$ cat src/rtl/clkdiv_pkg.sv
package clkdiv_pkg;

  // Supported divide ratios.
  function automatic bit ratio_ok(input int n);
    return (n == 4) || (n == 5) || (n == 6) || (n == 8);
  endfunction

  // Number of high cycles in one output period.
  function automatic int high_len(input int n);
    return n / 2;
  endfunction

endpackage

$ cat src/rtl/clkdiv_regs.sv
module clkdiv_regs #(
  parameter int DATA_W    = 32,
  parameter int ADDR_W    = 4,
  parameter int CTRL_ADDR = 0,
  parameter int RAT_ADDR  = 8,
  parameter int RATIO_W   = 6,
  parameter int RATIO_LSB = 8,
  parameter int FORCE_BIT = 1,
  parameter int TRIG_BIT  = 8,
  parameter int EN_BIT    = 25,
  parameter int RST_RATIO = 8
) (
  input  logic               clk,
  input  logic               rst_n,
  input  logic               wr,
  input  logic [ADDR_W-1:0]  addr,
  input  logic [DATA_W-1:0]  wdata,
  output logic [DATA_W-1:0]  rdata,
  output logic               force_req,
  output logic               trig_req,
  output logic               en_req,
  output logic [RATIO_W-1:0] staged
);
  localparam logic [DATA_W-1:0] ONE       = DATA_W'(1);
  localparam logic [DATA_W-1:0] CTRL_MASK = (ONE << EN_BIT) | (ONE << TRIG_BIT) | (ONE << FORCE_BIT);
  localparam logic [DATA_W-1:0] RAT_MASK  = DATA_W'((1 << RATIO_W) - 1) << RATIO_LSB;
  localparam logic [DATA_W-1:0] RAT_RST   = DATA_W'(RST_RATIO) << RATIO_LSB;

  logic [DATA_W-1:0] ctrl_q;
  logic [DATA_W-1:0] rat_q;
  logic              hit_ctrl;
  logic              hit_rat;

  assign hit_ctrl = (addr == ADDR_W'(CTRL_ADDR));
  assign hit_rat  = (addr == ADDR_W'(RAT_ADDR));

  always_ff @(posedge clk or negedge rst_n) begin
    if (!rst_n) begin
      ctrl_q <= '0;
      rat_q  <= RAT_RST;
    end else if (wr) begin
      if (hit_ctrl) ctrl_q <= wdata & CTRL_MASK;
      if (hit_rat)  rat_q  <= wdata & RAT_MASK;
    end
  end

  always_comb begin
    if (hit_ctrl)     rdata = ctrl_q;
    else if (hit_rat) rdata = rat_q;
    else              rdata = '0;
  end

  assign force_req = ctrl_q[FORCE_BIT];
  assign trig_req  = ctrl_q[TRIG_BIT];
  assign en_req    = ctrl_q[EN_BIT];
  assign staged    = rat_q[RATIO_LSB +: RATIO_W];
endmodule

$ cat src/rtl/clkdiv_reload.sv
module clkdiv_reload
  import clkdiv_pkg::*;
#(
  parameter int RATIO_W = 6
) (
  input  logic               clk,
  input  logic               rst_n,
  input  logic               force_req,
  input  logic               trig_req,
  input  logic [RATIO_W-1:0] staged,
  input  logic               take,
  output logic               load_req,
  output logic               pend_valid,
  output logic [RATIO_W-1:0] pend_ratio
);
  logic arm;
  logic arm_q;

  assign arm      = force_req & trig_req;
  assign load_req = arm & ~arm_q;

  always_ff @(posedge clk or negedge rst_n) begin
    if (!rst_n) begin
      arm_q      <= 1'b0;
      pend_valid <= 1'b0;
      pend_ratio <= '0;
    end else begin
      arm_q <= arm;
      if (load_req && ratio_ok(int'(staged))) begin
        pend_valid <= 1'b1;
        pend_ratio <= staged;
      end else if (take) begin
        pend_valid <= 1'b0;
      end
    end
  end
endmodule

$ cat src/rtl/clkdiv_core.sv
module clkdiv_core
  import clkdiv_pkg::*;
#(
  parameter int RATIO_W   = 6,
  parameter int RST_RATIO = 8
) (
  input  logic               clk,
  input  logic               rst_n,
  input  logic               en_req,
  input  logic               pend_valid,
  input  logic [RATIO_W-1:0] pend_ratio,
  output logic               clk_out,
  output logic               period_end,
  output logic [RATIO_W-1:0] active,
  output logic               gate_on
);
  logic [RATIO_W-1:0] cnt_q;
  logic [RATIO_W-1:0] cnt_n;
  logic [RATIO_W-1:0] act_n;
  logic               gate_n;
  logic               out_n;

  assign period_end = (cnt_q == active - RATIO_W'(1));

  always_comb begin
    if (period_end) begin
      cnt_n  = '0;
      act_n  = pend_valid ? pend_ratio : active;
      gate_n = en_req;
    end else begin
      cnt_n  = cnt_q + RATIO_W'(1);
      act_n  = active;
      gate_n = gate_on;
    end
    out_n = gate_n && (int'(cnt_n) < high_len(int'(act_n)));
  end

  always_ff @(posedge clk or negedge rst_n) begin
    if (!rst_n) begin
      cnt_q   <= '0;
      active  <= RATIO_W'(RST_RATIO);
      gate_on <= 1'b0;
      clk_out <= 1'b0;
    end else begin
      cnt_q   <= cnt_n;
      active  <= act_n;
      gate_on <= gate_n;
      clk_out <= out_n;
    end
  end
endmodule

$ cat src/rtl/ratio_reload_clkdiv.sv
module ratio_reload_clkdiv #(
  parameter int DATA_W    = 32,
  parameter int ADDR_W    = 4,
  parameter int CTRL_ADDR = 0,
  parameter int RAT_ADDR  = 8,
  parameter int RATIO_W   = 6,
  parameter int RATIO_LSB = 8,
  parameter int FIELD_IDX = 1,
  parameter int EN_OFFSET = 24,
  parameter int TRIG_BIT  = 8,
  parameter int RST_RATIO = 8
) (
  input  logic              clk,
  input  logic              rst_n,
  input  logic              reg_wr,
  input  logic [ADDR_W-1:0] reg_addr,
  input  logic [DATA_W-1:0] reg_wdata,
  output logic [DATA_W-1:0] reg_rdata,
  output logic              clk_out
);
  localparam int FORCE_BIT = FIELD_IDX;
  localparam int EN_BIT    = FIELD_IDX + EN_OFFSET;

  // Named internal events, brought out for the checker.
  logic               force_req;
  logic               trig_req;
  logic               en_req;
  logic [RATIO_W-1:0] staged;
  logic               load_req;
  logic               pend_valid;
  logic [RATIO_W-1:0] pend_ratio;
  logic               period_end;
  logic [RATIO_W-1:0] active_ratio;
  logic               gate_on;

  clkdiv_regs #(
    .DATA_W(DATA_W), .ADDR_W(ADDR_W), .CTRL_ADDR(CTRL_ADDR), .RAT_ADDR(RAT_ADDR),
    .RATIO_W(RATIO_W), .RATIO_LSB(RATIO_LSB), .FORCE_BIT(FORCE_BIT),
    .TRIG_BIT(TRIG_BIT), .EN_BIT(EN_BIT), .RST_RATIO(RST_RATIO)
  ) regs_i (
    .clk(clk), .rst_n(rst_n), .wr(reg_wr), .addr(reg_addr), .wdata(reg_wdata),
    .rdata(reg_rdata), .force_req(force_req), .trig_req(trig_req),
    .en_req(en_req), .staged(staged)
  );

  clkdiv_reload #(.RATIO_W(RATIO_W)) reload_i (
    .clk(clk), .rst_n(rst_n), .force_req(force_req), .trig_req(trig_req),
    .staged(staged), .take(period_end), .load_req(load_req),
    .pend_valid(pend_valid), .pend_ratio(pend_ratio)
  );

  clkdiv_core #(.RATIO_W(RATIO_W), .RST_RATIO(RST_RATIO)) core_i (
    .clk(clk), .rst_n(rst_n), .en_req(en_req), .pend_valid(pend_valid),
    .pend_ratio(pend_ratio), .clk_out(clk_out), .period_end(period_end),
    .active(active_ratio), .gate_on(gate_on)
  );
endmodule

$ cat config.mk
export PLATFORM = sky130hd
export DESIGN_NAME = ratio_reload_clkdiv
export DESIGN_NICKNAME = d
export VERILOG_FILES = /design/src/rtl/clkdiv_pkg.sv /design/src/rtl/clkdiv_regs.sv /design/src/rtl/clkdiv_reload.sv /design/src/rtl/clkdiv_core.sv /design/src/rtl/ratio_reload_clkdiv.sv
export SDC_FILE = /design/constraint.sdc
export NUM_CORES = 1
export LEC_CHECK = 0
export BUFFER_PORTS_ARGS = -buffer_cell sky130_fd_sc_hd__buf_4
export CAP_MARGIN = 20
export CORE_MARGIN = 5
export CORE_UTILIZATION = 52
export DETAILED_ROUTE_END_ITERATION = 10
export GPL_ROUTABILITY_DRIVEN = 0
export PLACE_DENSITY = 0.92
export SYNTH_ARGS = -nofsm -noshare
export SYNTH_HDL_FRONTEND = slang
export SYNTH_SLANG_ARGS = --single-unit
$ cat constraint.sdc
create_clock -name clk -period 6.1 [get_ports clk]
set_input_delay 0.61 -clock clk [delete_from_list [all_inputs] [get_ports clk]]
set_output_delay 0.61 -clock clk [all_outputs]
set_load 0.02 [all_outputs]
==> reports/results.ini, run 1 <==
[outcome]
status=complete, no violations

[hold_path]
min_path_type=primary input to asynchronous set/reset pin

[die]
rows=21
die_area_um2=4740
die_w_um=68.8
coreArea_um2=3340
die_h_um=68.8
start_util_pct=53.9
ios=72

[clock_network]
cts_max_level=2
clock_path_buffers=2
cts_resized=0
cts_tree=yes
ctsHoldBuffers=0
clkTransAtPathRegs_ns=0.09
cts_num_sinks=31
clock_latency_ns=0.33
cts_buffers=5
root_buffer=clkbuf_4
post-cts-setup-buffers=0

[yosys]
synth_cell_types=41
synthTopCellsByCount=29 x dfrtp_1, 24 x buf_4, 14 x mux2_2, 10 x inv_1, 9 x nor2_1
synth_cells=163
synth-async-reset-ratio_pct=100
yosysWarnings=0
synth_edf_count=0
ys_top_cells_by_area=dfrtp_1 40%, buf_4 10%, mux2_2 8.8%
yosys.area.top_type_share_pct=40.3
synth-main-ff-cell=dfrtp_1
netlist_area_um2=1800
synth_most_common_cell=dfrtp_1
ys_seq_area_share_pct=43.3
ys_ff_latch=31
avgSynthCellArea_um2=11.0
yosysTopAreaCell=dfrtp_1

[worst_setup_path]
start_kind=register
critical_path_class=register to register
critical_path.max_fanout=8
reg2reg_slack_ns=3.32
rr_endpoint=core_i.clk_out$_DFF_PN0_
crit_required_ns=6.31
rr_worst_depth=11
end_kind=register
reg2reg_from=core_i.active[0]$_DFFE_PN0P_
crit_arrival_ns=2.99

[timing]
final-hold-violation-count=0
setup_viol=0
post-route-period-util_pct=45.6
max_freq_mhz=360
fin_worst_skew_ns=0.00809
rsz0062_at_grt=false
fin_crit_ns=2.78
worstMarginPinSlew_ns=0.859
slew_headroom_pct=41.9
tns_ns=0
final_max_slew_viol_count=0

[pwr]
leakage_uw=0.000995
power_uw=462
powerDensity_nw_per_um2=233
ir_worst_vdd_uv=149

[grt]
grt_max_degree=32
grt_remaining_overflow=0
gr-usage-all-layers_pct=14.6
grt_pass1_vias=1160
grt_pass1_wl_um=5090
antenna_found_initial=0

[routing]
wl_um=3000
post_drt_via_cell_ratio=4.91
route.detailed.drc=0
avgRoutedWirePerCell_um=12.6
drt.antenna.violating_nets=0
vias=1164
drtPass1Iterations=4
drt_iter0_drc=24

[placement]
hpwl_um=2340
port-buffer-count=23

[flow_run]
max-cap-violations=0

[finish]
finalNetCount=235
antenna_cells=0
drive_above_1_share_pct=27.7
area_growth_pct=9.94

==> stage by stage <==
step | cells | instance area [um2] | utilization [%] | hold WS, ns | setup WS (ns)
after floorplan | 186 | 1890 | - | 0.314 | 3.55
after global placement | 229 | 1910 | 57.2 | 0.469 | 3.38
after detailed placement | 229 | 1910 | 57.2 | 0.488 | 3.32
after CTS | 237 | 1980 | 59.3 | 0.188 | 3.30
after global routing | 237 | 1980 | 59.3 | 0.198 | 3.17
final | 237 | 1980 | 59.3 | 0.187 | 3.32
==> final cells by class <==
class / count / area, um2
tap: 46 / 57.6
inverter: 11 / 41.3
fill: 277 / 1360
clock buffer: 8 / 68.8
multi-input combinational: 118 / 860
timing repair buffer: 23 / 173
sequential: 31 / 778
==> critical path: stages, from the launching register on <==
cell and delay, ns:
dfrtp_1 0.45, inv_1 0.07, ha_1 0.22, or3_1 0.38, a31oi_2 0.26, nand3_4 0.18, mux2_2 0.33, inv_2 0.05
ha_1 0.19, inv_1 0.05, o2111a_1 0.13, o311a_1 0.35
==> logic make-up (layout without fill, tap and decap cells) <==
| family | count (synthesis) | after routing | share of synthesized area (%) |
|---|---|---|---|
| xor+xnor | 10 | 10 | 4.87 |
| flops | 31 | 31 | 43.3 |
| mux | 20 | 20 | 12.2 |
| buf+inv | 37 | 42 | 13.8 |
| fa+ha+maj | 6 | 6 | 4.17 |
| compound gates | 14 | 14 | 6.19 |
| simple gates | 44 | 44 | 15.3 |
| other cells | 1 | 24 | 0.208 |
==> how the worst max path moves through the flow <==
stage,start,to
after floorplan,core_i.active[0]$_DFFE_PN0P_,core_i.clk_out$_DFF_PN0_
after global placement,core_i.active[0]$_DFFE_PN0P_,core_i.clk_out$_DFF_PN0_
after detailed placement,core_i.active[0]$_DFFE_PN0P_,core_i.clk_out$_DFF_PN0_
after CTS,core_i.active[0]$_DFFE_PN0P_,core_i.clk_out$_DFF_PN0_
after global routing,core_i.active[0]$_DFFE_PN0P_,core_i.clk_out$_DFF_PN0_
final,core_i.active[0]$_DFFE_PN0P_,core_i.clk_out$_DFF_PN0_
==> routing by layer <==
layer / routed length [um] / vias up / GRT usage, % / part of all wire, %
met1: 1210 / 561 / 16.5 / 40
met3: 204 / 4 / 3.89 / 6.8
met2: 1550 / 37 / 26.2 / 52
met4: 40 / 0 / 5.11 / 1.3
li1: - / 562 / - / -
met5: 0 / - / 0 / 0
==> flip-flops by register name (all words and copies together), names as in the netlist <==
register,cells
reload_i.arm_q,1
core_i.gate_on,1
core_i.active,6
reload_i.pend_ratio,6
reload_i.pend_valid,1
core_i.cnt_q,6
regs_i.ctrl_q,3
core_i.clk_out,1
regs_i.rat_q,6
==> cells in the final DEF (no fill, tap or decap), types with 2 or more instances in the layout <==
master and n:
a21oi_1 3, a31oi_1 2, and2_1 8, and3_1 3, buf_4 23, clkbuf_4 5
clkbuf_8 2, conb_1 24, dfrtp_1 29, dfstp_2 2, ha_1 6, inv_1 10
mux2_1 2, mux2_2 14, mux2i_1 4, nand2_1 5, nand3_1 3, nor2_1 9
nor2b_1 5, nor3_1 2, xnor2_1 5, xor2_1 5
==> power breakdown <==
part           switching, uW  internal [uW]
clock                   64.0           67.7
combinational           36.6           34.1
sequential              22.8            236
total                    123            338
Power figures use the tool's default switching activity.
==> run 2: changes to the inputs <==
Settings changed: CORE_UTILIZATION 52 to 44, PLACE_DENSITY 0.92 to 0.84.
Clock period 6.1 ns to 2.5 ns, I/O delays scaled along.
==> reports/results.ini, run 2 (synthesized netlist as in run 1, its figures left out) <==
[timing]
fin_hold_ws_ns=0.192
worstMarginPinSlew_ns=0.573
slew_headroom_pct=61.4
post-route-period-util_pct=106
fin_crit_ns=2.66
setup_viol=1
fin_worst_skew_ns=0.00811
tns_ns=-0.159
rsz0062_at_grt=true
setup_ws_ns=-0.159
final-hold-violation-count=0
final_max_slew_viol_count=0
max_freq_mhz=376

[worst_setup_path]
rr_endpoint=core_i.clk_out$_DFF_PN0_
end_kind=register
rr_worst_depth=10
crit_chain=nor4_2 > a21oi_1 > nor4_4 > nand3_4 > mux2_4 > inv_4 > ha_4 > inv_1 > o2111a_1 > o311a_1
critical_path_class=register to register
crit_required_ns=2.67
reg2reg_from=core_i.active[2]$_DFF_PN0_
start_kind=register
crit_arrival_ns=2.83
reg2reg_slack_ns=-0.16
crit_slowest_cell=dfrtp_1
critical_path.max_fanout=7
critPathMaxStageDelay_ns=0.46

[clock_network]
root_buffer=clkbuf_8
cts_max_level=2
cts_tree=yes
cts_buffers=5
clock_path_buffers=2
clock_latency_ns=0.29
cts_num_sinks=31
post-cts-setup-buffers=0
clkTransAtPathRegs_ns=0.07

[hold_path]
min_path_type=primary input to register
hp-start=reg_wdata[12]
hold_end=regs_i.rat_q[12]$_DFFE_PN0P_
min_path_cells=2

[grt]
gr-usage-all-layers_pct=14.4
grt_max_degree=32
antenna_found_initial=0
grt_pass1_wl_um=5910
grt_remaining_overflow=0
grt_pass1_vias=1292

[die]
coreArea_um2=3970
die_w_um=73.9
die_h_um=73.9
ios=72
start_util_pct=45.3
rows=23
die_area_um2=5470

[placement]
placed_area_um2=2020
hpwl_um=2670
port-buffer-count=23

[outcome]
status=finished, violations left
violations=setup timing

[pwr]
leakage_uw=0.00107
power_uw=1320
powerDensity_nw_per_um2=611
ir_worst_vdd_uv=491

[finish]
final_common_cell=buf_4
finalInstanceArea_um2=2170
fillers=336
area_growth_pct=20.4
antenna_cells=0
finalNetCount=246
drive_above_1_share_pct=34.2
final_cell_mix=33 x buf_4, 28 x dfrtp_1, 24 x conb_1, 13 x mux2_2, 10 x inv_1

[routing]
vias=1210
drt_iter0_drc=35
post_drt_via_cell_ratio=4.80
avgRoutedWirePerCell_um=13.9
drtPass1Iterations=4
wl_um=3510
route.detailed.drc=0
drt.antenna.violating_nets=0

[flow_run]
max-cap-violations=0

## run 2: metal layers
layer | GRT usage [%] | wire, um | vias up | part of all wire, %
li1 | - | - | 582 | -
met1 | 15.9 | 1330 | 576 | 38
met2 | 25.5 | 1850 | 44 | 53
met3 | 3.78 | 225 | 8 | 6.4
met4 | 7.04 | 99 | 0 | 2.8
met5 | 0 | 0 | - | 0
## run 2: area by class of cell
type | count | area, um2 | share of cell area [%]
repair buffers | 34 | 258 | 11.9
flip-flops and latches | 31 | 779 | 36.0
well taps | 50 | 62.6 | 2.89
clock inverters | 2 | 35.0 | 1.62
inverters | 11 | 43.8 | 2.02
multi-input cells | 118 | 906 | 41.8
clock buffers | 6 | 82.6 | 3.81
## run 2: repair_timing
item | in CTS | in global routing
hold buffers | 1 | 0
setup endpoints to repair | 1 | 1
hold endpoints to repair | 29 | 0
resized for setup | 2 | 2
## run 2: worst max-delay path, delay by kind of cell (launching register included)
family / cells / cell delay (ns)
flops: 1 / 0.46
fa+ha+maj: 1 / 0.13
simple gates: 3 / 0.85
compound gates: 3 / 0.64
buf+inv: 2 / 0.11
mux: 1 / 0.35
## run 2: worst max-delay path by stage
stage | startpoint | to | slack (ns) | cells past startpoint
2_1_floorplan | core_i.active[0]$_DFFE_PN0P_ | core_i.clk_out$_DFF_PN0_ | 0.01 | 11
3_3_place_gp | core_i.active[0]$_DFFE_PN0P_ | core_i.clk_out$_DFF_PN0_ | -0.07 | 11
3_5_place_dp | core_i.active[0]$_DFFE_PN0P_ | core_i.clk_out$_DFF_PN0_ | -0.17 | 12
4_1_cts | core_i.active[0]$_DFFE_PN0P_ | core_i.clk_out$_DFF_PN0_ | -0.15 | 12
5_1_grt | core_i.active[0]$_DFFE_PN0P_ | core_i.clk_out$_DFF_PN0_ | -0.26 | 10
6_report | core_i.active[2]$_DFF_PN0_ | core_i.clk_out$_DFF_PN0_ | -0.16 | 10
## run 2: power breakdown
part | internal (uW) | total, uW | switching, uW
Clock | 322 | 510 | 188
Combinational | 84.1 | 173 | 89.2
Sequential | 578 | 640 | 62.4
Total | 984 | 1320 | 340
## run 2: through the flow
step / setup slack, ns / cells / utilization, %
after floorplan: 0.0110 / 186 / -
after global placement: -0.0687 / 243 / 50.9
after detailed placement: -0.170 / 243 / 50.9
after CTS: -0.154 / 252 / 54.4
after global routing: -0.265 / 252 / 54.6
final: -0.159 / 252 / 54.6
==> run 3: changes to the inputs <==
Settings changed: CORE_MARGIN 5 to default.
==> reports/results.ini, run 3 (synthesized netlist as in run 1, its figures left out) <==
[outcome]
status=finished, violations left
violations=setup timing

[clock_network]
clock_latency_ns=0.28
cts_num_sinks=31
clock_path_buffers=2
cts_max_level=2
post-cts-setup-buffers=0
cts_tree=yes
clkTransAtPathRegs_ns=0.07
cts_buffers=5
root_buffer=clkbuf_8

[hold_path]
min_path_type=primary input to register
min_path_cells=2

[worst_setup_path]
crit_chain=inv_2 > ha_4 > or3_4 > a31oi_4 > nand3_4 > mux2_4 > inv_4 > ha_4 > inv_1 > o2111a_1 > o311a_1
start_kind=register
crit_required_ns=2.66
critical_path.max_fanout=6
rr_worst_depth=11
critical_path_class=register to register
crit_arrival_ns=2.78
crit_top_cell=ha_4
critPathMaxStageDelay_ns=0.45
crit_slowest_cell=dfrtp_1
end_kind=register

[grt]
gr-usage-all-layers_pct=18.5
grt_pass1_wl_um=5830
antenna_found_initial=0
grt_remaining_overflow=0
grt_pass1_vias=1236
grt_max_degree=32

[routing]
wl_um=3350
drt.antenna.violating_nets=0
post_drt_via_cell_ratio=4.78
route.detailed.drc=0
avgRoutedWirePerCell_um=13.3
drtPass1Iterations=3
vias=1201
drt_iter0_drc=25

[placement]
port-buffer-count=23
hpwl_um=2560

[finish]
antenna_cells=0
final_cell_mix=34 x buf_4, 29 x dfrtp_1, 24 x conb_1, 13 x mux2_2
fin_util_pct=57.6
fillers=326
final_common_cell=buf_4
finalNetCount=247
drive_above_1_share_pct=34.0
area_growth_pct=21.6

[timing]
fin_crit_ns=2.62
final-hold-violation-count=0
rsz0062_at_grt=true
worstMarginPinSlew_ns=0.551
final_max_slew_viol_count=0
fin_hold_ws_ns=0.197
post-route-period-util_pct=105
slew_headroom_pct=62.9
max_freq_mhz=382
setup_viol=1
setup_ws_ns=-0.117
fin_worst_skew_ns=0.00720

[die]
coreArea_um2=3800
die_area_um2=4350
die_h_um=65.9
ios=72
die_w_um=65.9
start_util_pct=47.4
rows=22

[pwr]
ir_worst_vdd_uv=492
powerDensity_nw_per_um2=642
leakage_uw=0.00109

[flow_run]
max-cap-violations=0

==> run 3: cell type report <==
type                    count  area, um2  share of cell area [%]
repair buffers             35        265                    12.1
clock inverters             2       60.1                    2.75
clock buffers               6       72.6                    3.32
well taps                  48       60.1                    2.75
multi-input cells         118        907                    41.5
flip-flops and latches     31        778                    35.6
inverters                  11       43.8                    2.00
==> run 3: per-layer routing <==
layer  global-route usage [%]  vias to the layer above  routed length [um]
met4                     10.4                        0                  89
li1                         -                      586                   -
met5                        0                        -                   0
met3                     4.14                        7                  94
met2                     29.5                       29                1670
met1                     22.9                      579                1490
==> run 3: path summary, 6_finish.rpt <==
path                                            start                           end  slack [ns]
max in group asynchronous                       rst_n    core_i.active[3]$_DFF_PN1_        1.75
setup reg to reg           core_i.active[1]$_DFF_PN0_      core_i.clk_out$_DFF_PN0_       -0.12
hold reg to reg              core_i.gate_on$_DFF_PN0_      core_i.gate_on$_DFF_PN0_        0.49
hold / removal                           reg_wdata[1]  regs_i.ctrl_q[1]$_DFFE_PN0P_        0.20
setup / recovery           core_i.active[1]$_DFF_PN0_      core_i.clk_out$_DFF_PN0_       -0.12
min in group asynchronous                       rst_n  regs_i.rat_q[10]$_DFFE_PN0P_        0.42
==> run 3: metrics by stage <==
| step | std cells | setup slack [ns] | area [um2] | setup TNS, ns | power, uW |
|---|---|---|---|---|---|
| after detailed placement | 242 | -0.126 | 2030 | -0.126 | 824 |
| after floorplan | 186 | 0.0110 | 1920 | 0 | 780 |
| after global placement | 242 | -0.0898 | 2030 | -0.0898 | 807 |
| after CTS | 251 | -0.121 | 2190 | -0.121 | 1410 |
| final | 251 | -0.117 | 2190 | -0.117 | 1400 |
| after global routing | 251 | -0.262 | 2190 | -0.262 | 1460 |
==> run 3: repair_timing <==
action | in CTS | in global routing
gates resized for setup | 4 | 0
hold buffers | 1 | 0
pin swaps | 2 | 0
hold endpoints to repair | 29 | 0
endpoints found under the setup margin | 1 | 1
==> run 3: worst max-delay path, delay by kind of cell (launching register included) <==
| family | cells | cell delay (ns) |
|---|---|---|
| AOI/OAI and AO/OA | 3 | 0.69 |
| adders and majority gates | 2 | 0.30 |
| buffers and inverters | 3 | 0.17 |
| DFF | 1 | 0.45 |
| muxes | 1 | 0.35 |
| and+or+nand+nor | 2 | 0.54 |
==> run 3: where the power goes <==
group	switching (uW)	internal, uW
Combinational	93.8	84.2
Sequential	61.3	578
Clock	190	398
